File: config.mk
export PLATFORM = sky130hd
export DESIGN_NAME = agek_kernel
export DESIGN_NICKNAME = d
export VERILOG_FILES = /design/src/rtl/agek_pkg.sv /design/src/rtl/agek_ema.sv /design/src/rtl/agek_recip.sv /design/src/rtl/agek_scale.sv /design/src/rtl/agek_kernel.sv
export SDC_FILE = /design/constraint.sdc
export NUM_CORES = 2
export LEC_CHECK = 0
export ABC_AREA = 1
export ABC_CLOCK_PERIOD_IN_PS = 33900
export CAP_MARGIN = 20
export CORE_UTILIZATION = 40
export DETAILED_ROUTE_END_ITERATION = 8
export PLACE_DENSITY = 0.56
export SYNTH_ARGS = -nofsm -noshare
export SYNTH_HDL_FRONTEND = slang
export SYNTH_HIERARCHICAL = 1
export SYNTH_SLANG_ARGS = --single-unit
File: constraint.sdc
create_clock -name clk -period 33.9 [get_ports clk]
set_clock_uncertainty 0.1 [all_clocks]
set_input_delay 5.085 -clock clk [delete_from_list [all_inputs] [get_ports clk]]
set_output_delay 5.085 -clock clk [all_outputs]
set_load 0.01 [all_outputs]
File: src/rtl/agek_pkg.sv
package agek_pkg;

  localparam int unsigned DEF_DW = 16;
  localparam int unsigned DEF_CW = 16;
  localparam int unsigned DEF_GW = 16;
  localparam int unsigned DEF_GF = 13;
  localparam int unsigned DEF_LB = 6;
  localparam int unsigned DEF_RB = 16;

  // Reciprocal of the normalised mantissa (2^lb + idx), scaled by 2^(lb+rb).
  function automatic logic [31:0] recip_entry(input int unsigned lb,
                                              input int unsigned rb,
                                              input int unsigned idx);
    logic [63:0] num;
    logic [63:0] den;
    num = 64'd1 << (lb + rb);
    den = (64'd1 << lb) + 64'(idx);
    return 32'(num / den);
  endfunction

endpackage

File: src/rtl/agek_ema.sv
module agek_ema #(
  parameter int AW = 16,
  parameter int CW = 16
) (
  input  logic [AW-1:0] state_i,
  input  logic [AW-1:0] mag_i,
  input  logic [CW-1:0] coef_i,
  output logic [AW-1:0] next_o
);

  localparam int PW = AW + CW + 2;

  function automatic logic [AW-1:0] blend(input logic [AW-1:0] prev,
                                          input logic [AW-1:0] mag,
                                          input logic [CW-1:0] coef);
    logic [CW:0]   keep_w;
    logic [PW-1:0] keep_p;
    logic [PW-1:0] take_p;
    logic [PW-1:0] sum_p;
    keep_w = {1'b1, {CW{1'b0}}} - {1'b0, coef};
    keep_p = PW'(prev) * PW'(keep_w);
    take_p = PW'(mag) * PW'(coef);
    sum_p  = keep_p + take_p + (PW'(1) << (CW - 1));
    return AW'(sum_p >> CW);
  endfunction

  assign next_o = blend(state_i, mag_i, coef_i);

endmodule

File: src/rtl/agek_recip.sv
module agek_recip #(
  parameter int AW = 16,
  parameter int GW = 16,
  parameter int GF = 13,
  parameter int LB = 6,
  parameter int RB = 16
) (
  input  logic [AW-1:0] sta_i,
  input  logic [AW-1:0] nfl_i,
  input  logic [GW-1:0] limit_i,
  output logic [GW-1:0] gain_o
);

  localparam int EW   = $clog2(AW);
  localparam int MW   = LB + 1;
  localparam int RWID = RB + 1;
  localparam int NENT = 2 ** LB;
  localparam int PRW  = AW + RWID;
  localparam int SH   = RB - GF;

  logic [RWID-1:0] lut [NENT];

  for (genvar gi = 0; gi < NENT; gi++) begin : g_lut
    assign lut[gi] = RWID'(agek_pkg::recip_entry(LB, RB, gi));
  end

  logic [AW-1:0]   nfl_eff;
  logic [EW-1:0]   lead;
  logic [MW-1:0]   mant;
  logic [LB-1:0]   idx;
  logic [RWID-1:0] recip;
  logic [PRW-1:0]  prod;
  logic [PRW-1:0]  quot;
  logic [PRW-1:0]  lim_ext;
  logic [PRW-1:0]  one_ext;
  logic [PRW-1:0]  clipped;
  logic [PRW-1:0]  floored;

  always_comb begin
    nfl_eff = (nfl_i == '0) ? AW'(1) : nfl_i;
    lead    = '0;
    for (int i = 0; i < AW; i++) begin
      if (nfl_eff[i]) lead = EW'(i);
    end
  end

  always_comb begin
    if (int'(lead) >= LB) mant = MW'(nfl_eff >> (int'(lead) - LB));
    else                  mant = MW'(nfl_eff << (LB - int'(lead)));
  end

  assign idx   = LB'(mant);
  assign recip = lut[idx];

  always_comb begin
    prod    = PRW'(sta_i) * PRW'(recip);
    quot    = prod >> (int'(lead) + SH);
    lim_ext = PRW'(limit_i);
    one_ext = PRW'(1) << GF;
    clipped = (quot > lim_ext) ? lim_ext : quot;
    floored = (clipped < one_ext) ? one_ext : clipped;
  end

  assign gain_o = GW'(floored);

endmodule

File: src/rtl/agek_scale.sv
module agek_scale #(
  parameter int DW = 16,
  parameter int GW = 16,
  parameter int GF = 13
) (
  input  logic signed [DW-1:0] x_i,
  input  logic        [GW-1:0] g_i,
  output logic signed [DW-1:0] y_o
);

  localparam int PW = DW + GW + 2;
  localparam logic signed [PW-1:0] HALF = PW'(1) << (GF - 1);
  localparam logic signed [PW-1:0] MAXV = {{(PW-DW+1){1'b0}}, {(DW-1){1'b1}}};
  localparam logic signed [PW-1:0] MINV = {{(PW-DW+1){1'b1}}, {(DW-1){1'b0}}};

  function automatic logic signed [DW-1:0] weigh(input logic signed [DW-1:0] x,
                                                 input logic [GW-1:0] g);
    logic signed [PW-1:0] xs;
    logic signed [PW-1:0] gs;
    logic signed [PW-1:0] acc;
    logic signed [PW-1:0] sh;
    xs  = PW'(x);
    gs  = $signed(PW'(g));
    acc = xs * gs + HALF;
    sh  = acc >>> GF;
    if (sh > MAXV)      return DW'(MAXV);
    else if (sh < MINV) return DW'(MINV);
    else                return DW'(sh);
  endfunction

  assign y_o = weigh(x_i, g_i);

endmodule

File: src/rtl/agek_kernel.sv
module agek_kernel #(
  parameter int DW = agek_pkg::DEF_DW,
  parameter int CW = agek_pkg::DEF_CW,
  parameter int GW = agek_pkg::DEF_GW,
  parameter int GF = agek_pkg::DEF_GF,
  parameter int LB = agek_pkg::DEF_LB,
  parameter int RB = agek_pkg::DEF_RB
) (
  input  logic                 clk,
  input  logic                 rst_n,
  input  logic                 in_valid,
  input  logic signed [DW-1:0] in_sample,
  input  logic        [CW-1:0] coef_fast,
  input  logic        [CW-1:0] coef_slow,
  input  logic        [GW-1:0] gain_limit,
  output logic                 out_valid,
  output logic signed [DW-1:0] out_sample,
  output logic        [GW-1:0] out_gain
);

  localparam int AW = DW;
  localparam logic [GW-1:0] UNITY = GW'(1) << GF;

  logic [AW-1:0]        mag;
  logic [AW-1:0]        sta_q;
  logic [AW-1:0]        nfl_q;
  logic [AW-1:0]        sta_nx;
  logic [AW-1:0]        nfl_proto;
  logic [AW-1:0]        nfl_nx;
  logic [GW-1:0]        gain_nx;
  logic signed [DW-1:0] y_nx;

  assign mag    = in_sample[DW-1] ? $unsigned(-in_sample) : $unsigned(in_sample);
  assign nfl_nx = (nfl_proto < sta_nx) ? nfl_proto : sta_nx;

  agek_ema #(.AW(AW), .CW(CW)) u_fast (
    .state_i(sta_q), .mag_i(mag), .coef_i(coef_fast), .next_o(sta_nx)
  );

  agek_ema #(.AW(AW), .CW(CW)) u_slow (
    .state_i(nfl_q), .mag_i(mag), .coef_i(coef_slow), .next_o(nfl_proto)
  );

  agek_recip #(.AW(AW), .GW(GW), .GF(GF), .LB(LB), .RB(RB)) u_recip (
    .sta_i(sta_nx), .nfl_i(nfl_nx), .limit_i(gain_limit), .gain_o(gain_nx)
  );

  agek_scale #(.DW(DW), .GW(GW), .GF(GF)) u_scale (
    .x_i(in_sample), .g_i(gain_nx), .y_o(y_nx)
  );

  always_ff @(posedge clk or negedge rst_n) begin
    if (!rst_n) begin
      sta_q      <= '0;
      nfl_q      <= '0;
      out_valid  <= 1'b0;
      out_sample <= '0;
      out_gain   <= UNITY;
    end else begin
      out_valid <= in_valid;
      if (in_valid) begin
        sta_q      <= sta_nx;
        nfl_q      <= nfl_nx;
        out_sample <= y_nx;
        out_gain   <= gain_nx;
      end
    end
  end

endmodule

[After elaboration in Yosys (flattened, before gate mapping)]
Memory sizes are Yosys's and may differ from the RTL's.
Cells that the tools add are included.
Operators by class
  divide/modulo/power cells: 0
  $lt $le $gt $ge: 7
  multiply operators: 6
  $add $sub $neg: 11
  equal/unequal tests: 0
  bitwise operators: 1
  reduce and logical (&&, ||, !) cells: 1
  muxes and demuxes: 25
  shift-type cells: 3
Operators with widths (count)
  $mux W16: 6
  $mul A16 B17 Y33: 2
  $add A32 B16 Y32 const B: 2
  $add A32 B32 Y32: 2
  $mul A16 B16 Y32: 2
  $mul A16 B17 Y32: 2
  $add A33 B14 Y34 const B: 1
  $mux W17: 2
  $sub A17 B16 Y17 const A: 2
  $gt A33 B16 Y1: 1
  $lt A33 B14 Y1 const B: 1
  $mux W33: 1
  $shr A33 B32 Y33: 1
  $mux W4: 8
  $shl A16 B32 Y6: 1
  $shr A16 B32 Y6: 1
  $gt A21 B16 Y1 const B: 1
  $lt A21 B16 Y1 const B: 1
  $logic_not A16 Y1: 1
  $lt A16 B16 Y1: 1
  $neg A16 Y16: 1
  $mux W3: 4
  $ge A7 B7 Y1 const B: 1
  $not A6 Y7: 1
  7 further kinds: 8
Word-level totals
  bits in latches: 0
  bits in registers: 65
  memories: 1
  output and inout port bits: 33
  ROM bits: 1088
  memory bits (writable): 0
  input bits: 67
  word-level logic and storage cells: 60
Memories
  (no name shown): words 64, width 17, rd ports 1, clocked after memory_dff 0, write ports 0, line agek_recip.sv:53  | assign recip = lut[idx];

[Depth between registers and ports, before layout]
  depth after elaboration: 42
  mapped depth: 175
  depth with buffers taken out: 164

[Modules after synthesis]
Netlist, hierarchy kept.
By module, submodules not included
  agek_ema at u_fast: instances 1, cells an instance 2428, sequential area each 0.0 um2, area each 18788.0 um2
  agek_ema at u_slow: instances 1, cells an instance 2406, sequential area each 0.0 um2, area each 18769.3 um2
  agek_recip: instances 1, cells an instance 2056, sequential area each 0.0 um2, area each 13714.4 um2
  agek_scale: instances 1, cells an instance 1336, sequential area each 0.0 um2, area each 9635.5 um2
  agek_kernel: instances 1, cells an instance 455, sequential area each 1627.8 um2, area each 3515.9 um2

[Worst setup path after synthesis]
OpenSTA, ideal clock, no wires.
  path kind: in2reg
  from: in coef_fast[1]
  to: reg out_sample[5]
  buffers on the path: 14
  cell stages on the path: 148
  setup time: 0.117 ns
  slack: 3.782 ns
  data required time: 33.683 ns
  arrival: 29.901 ns
  path through: buf_2 clkbuf_1 inv_1 ha_1 nand2_1 nor2_1 nand2_1 xor2_1 buf_2 nor2_1 fa_1 fa_1 fa_1 inv_1 fa_1 inv_1 fa_1 fa_1 (+112 left out) fa_1 inv_1 ha_1 nand2_1 nor2_1 nor3b_1 nand2_1 nand3_2 nand2_1 nand3_1 nand2_1 nor2_2 nand3b_1 nand2_4 buf_12 nand2_2 nand2_1 nand2_1
On the way
  word-level cells in the longest chain between the ends: 41
  elaborated cells on any way between the ends: 47
  those cells by class: add/sub (7); mul (4); order compare (6); shift (3); mux (24); bitwise (1); reduce/logical (1); memory (1)
Ends and longest elaborated chain
  start, declared: line agek_kernel.sv:13  | input logic [CW-1:0] coef_fast,
  $sub A17 B16 Y17: line agek_ema.sv:20  | keep_w = {1'b1, {CW{1'b0}}} - {1'b0, coef};
  $mul A16 B17 Y32: line agek_ema.sv:21  | keep_p = PW'(prev) * PW'(keep_w);
  $add A32 B32 Y32 (*): line agek_ema.sv:23  | sum_p = keep_p + take_p + (PW'(1) << (CW - 1));
  $add A32 B16 Y32 (*): line agek_ema.sv:23
  via sta_nx[7]: line agek_kernel.sv:27  | logic [AW-1:0] sta_nx;
  $lt A16 B16 Y1 (*): line agek_kernel.sv:34  | assign nfl_nx = (nfl_proto < sta_nx) ? nfl_proto : sta_nx;
  $mux W16 (*): line agek_kernel.sv:34
  via nfl_nx[5]: line agek_kernel.sv:29  | logic [AW-1:0] nfl_nx;
  (+29 left out)
  $mux W16 (*): line agek_recip.sv:61  | floored = (clipped < one_ext) ? one_ext : clipped;
  via gain_nx[6]: line agek_kernel.sv:30  | logic [GW-1:0] gain_nx;
  $mul A16 B17 Y33 (*): line agek_scale.sv:24  | acc = xs * gs + HALF;
  $add A33 B14 Y34 (*): line agek_scale.sv:24
  $lt A21 B16 Y1: line agek_scale.sv:27  | else if (sh < MINV) return DW'(MINV);
  $mux W16: line agek_scale.sv:27
  $mux W16 (*): line agek_scale.sv:26  | if (sh > MAXV) return DW'(MAXV);
  via y_nx[5]: line agek_kernel.sv:31  | logic signed [DW-1:0] y_nx;
  end signal, assigned: line agek_kernel.sv:64  | out_sample <= y_nx;
  end, declared: line agek_kernel.sv:17  | output logic signed [DW-1:0] out_sample,
The timed path passes the listed nets; every way through them passes the cells marked *. The select of a mux whose other input is x is not followed.
A chain may end at the register's enable or synchronous reset.

[Worst setup path after layout]
  from: in coef_slow[3]
  to: reg out_sample[1]
On the way
  word-level cells in the longest chain between the ends: 41
  elaborated cells on any way between the ends: 47
  those cells by class: add/sub (7); mul (4); order compare (6); shift (3); mux (24); bitwise (1); reduce/logical (1); memory (1)
Ends and longest elaborated chain
  start, declared: line agek_kernel.sv:14  | input logic [CW-1:0] coef_slow,
  $sub A17 B16 Y17: line agek_ema.sv:20
  $mul A16 B17 Y32: line agek_ema.sv:21
  $add A32 B32 Y32 (*): line agek_ema.sv:23
  $add A32 B16 Y32 (*): line agek_ema.sv:23
  via nfl_proto[5]: line agek_kernel.sv:28  | logic [AW-1:0] nfl_proto;
  $lt A16 B16 Y1 (*): line agek_kernel.sv:34
  $mux W16 (*): line agek_kernel.sv:34
  via nfl_nx[2]: line agek_kernel.sv:29
  (+29 left out)
  $mux W16 (*): line agek_recip.sv:61
  via gain_nx[11]: line agek_kernel.sv:30
  $mul A16 B17 Y33 (*): line agek_scale.sv:24
  $add A33 B14 Y34 (*): line agek_scale.sv:24
  $lt A21 B16 Y1: line agek_scale.sv:27
  $mux W16: line agek_scale.sv:27
  $mux W16 (*): line agek_scale.sv:26
  via y_nx[1]: line agek_kernel.sv:31
Marked as above.

==> run_results.csv <==
group,metric,value,unit
outcome,status,"finished, final reports clean",
setup_path,worst_path_max_delay_cell,"clkdlybuf4s50_1",
logic_synthesis,yosysTopAreaCell,"fa_1",
finish,multi_input_area,0.0524,mm2
die,die_y,403,um
timing,final-setup-viol-count,0,
logic_synthesis,synth-seq-area-share,2.53,%
finish,fillers,16400,
logic_synthesis,syn_inst,8681,
grt,grt_pass1_wl,317000,um
setup_path,path_buf_inv,16,
grt,grt_max_degree,66,
grt,grt_pass1_vias,56300,
setup_path,worst_setup_path_end_kind,"flop",
setup_path,cp_slowest_stage_delay,700,ps
finish,fin_area,0.0686,mm2
timing,fmax,31.1,MHz
clock_network,htreeDepth,3,
finish,seq_area,0.00163,mm2
logic_synthesis,yosysMostFrequentCell,"inv_1",
die,die-area,0.163,mm2
setup_path,arrival,32330,ps
die,initial_utilization,40.5,%
finish,drive_gt1_share,5.54,%
timing,fin_crit_sh,94.9,%
grt,grt_antenna_before_repair,3,
logic_synthesis,syn_nets,10700,
setup_path,criticalPathCategory,"input pin to flop",
clock_network,clock_latency,370,ps
logic_synthesis,ys_async_sr_fraction,100,%
setup_path,start_kind,"input pin",
logic_synthesis,synth.avg_cell_area,7.42,um2
routing,wl_per_cell,18.1,um
die,chipWidth,403,um
grt,track_usage,24.7,%
logic_synthesis,synth_common_cells,"2388 x inv_1, 2016 x nand2_1, 1316 x fa_1, 689 x nor2_1, 682 x ha_1",
setup_path,critPathRequiredTime,34060,ps
setup_path,crit_path_max_fanout,25,
logic_synthesis,synth_seq_cells,65,
finish,area_delta_synth_final,6.56,%
logic_synthesis,synth_edf_count,0,
timing,totalNegativeSetupSlack,0,ps
logic_synthesis,ys_types,67,
setup_path,cp_top_family,"adder cells",
placement,gp_congestion,0.941,
logic_synthesis,ys_warn_count,6,
logic_synthesis,synth_area,0.0644,mm2
job,drv_cap,0,
routing,drt_iter0_markers,3485,
clock_network,numCtsBuffers,9,
routing,ant_nets,0,
placement,dp_hpwl,170000,um
logic_synthesis,synth_ff_type,"dfrtp_1",
finish,final_nets,10700,
logic_synthesis,synth_top_area_share,40.9,%
die,ioPinCount,100,
routing,first_pass_iters,6,
finish,postLayoutCoreUtil,43.1,%
routing,routed_wirelength,195000,um
placement,postPlaceCellArea,0.0679,mm2
timing,hold_viol,0,
finish,final_cells,10800,
clock_network,cts_tree,"done",
clock_network,numClockSinks,65,
routing,drcViolationCount,0,
clock_network,cts_root_buf,"clkbuf_16",
clock_network,hold_buffers,0,
placement,port_buffers,99,
timing,fin_crit,32180,ps
placement,dp.cells,10700,
routing,avgViaCountPerCell,4.92,
timing,drv_slew,0,
die,core-area,0.159,mm2
clock_network,clockBufferDepth,2,
worst_hold_path,hp-class,"flop to flop",
timing,slew_headroom,22.0,%
timing,tightest_slew,1170,ps
setup_path,reg2reg_slack,7440,ps
die,fp-row-count,146,
logic_synthesis,yosys-top-cells-area,"fa_1 41%, inv_1 14%, ha_1 13%",
grt,grt.overflow.total,0,
clock_network,path_clk_slew,60,ps
setup_path,crit_top_cell,"nand2_1",
routing,vias,53100,
timing repair:
item                                    CTS  global route
buffers inserted                          0            29
endpoints found under the setup margin    0            16
resized for setup                         0            41
cells by family after synthesis:
| logic type | count (synthesis) | share of synthesized area, % |
|---|---|---|
| muxes | 3 | 0.0466 |
| xor gates and xnor gates | 91 | 1.28 |
| DFF | 65 | 2.53 |
| and+or+nand+nor | 3331 | 21.6 |
| adders and majority gates | 1998 | 54.1 |
| AOI/OAI and AO/OA | 432 | 3.82 |
| buffers and inverters | 2761 | 16.6 |
per-layer routing:
layer | track usage [%] | vias up | wire length, um
met3 | 2.35 | 219 | 9660
met2 | 41.2 | 1408 | 91800
met4 | 4.78 | 2 | 4150
li1 | - | 24900 | -
met5 | 0 | - | 13
met1 | 34.9 | 26500 | 89300
sequential cells by signal (all words and copies together) (netlist names):
signal and flops:
out_gain 16, sta_q 16, nfl_q 16, out_sample 16
out_valid 1
layout make-up:
| type | instances | area share, % |
|---|---|---|
| Clock buffer | 13 | 0.408 |
| Tap cell | 2146 | 3.91 |
| Sequential cell | 65 | 2.37 |
| Timing Repair inverter | 1 | 0.0109 |
| Multi-Input combinational cell | 5855 | 76.3 |
| Antenna cell | 3 | 0.0109 |
| Inverter | 2420 | 13.3 |
| Timing Repair Buffer | 292 | 3.60 |
| Clock inverter | 2 | 0.0510 |
through the flow:
step,setup WS (ps),hold slack (ps)
detailed placement,1060,361
global route,-2.20,384
global placement,983,356
floorplan,3780,347
CTS,1320,375
finish,1720,370
placed cells by master (no fill, tap or decap), drive strengths merged, types with 34 or more instances in the layout:
master / n
o21ai: 159
nor2: 751
nand2: 2106
clkdlybuf4s50: 92
a21oi: 198
nand3: 354
inv: 2397
ha: 682
dfrtp: 64
xor2: 62
buf: 197
fa: 1316
nor3: 34
final timing paths:
kind                            endpoint          from  depth (start not counted)
max                        out_sample[1]  coef_slow[3]                        132
min                         out_gain[14]  out_gain[14]                          2
max reg2reg                out_sample[1]     sta_q[13]                        117
min reg2reg                 out_gain[14]  out_gain[14]                          2
max in group asynchronous       sta_q[3]         rst_n                          1
min in group asynchronous    out_gain[4]         rst_n                          1
worst min-delay path, cell delays in order, from the launching register on:
cell,delay [ps]
dfrtp_1,340
nand2_1,50
nand2_1,50
Power is not shown: default switching activity piles up to over one toggle a cycle in this logic, so the estimate is an artifact.
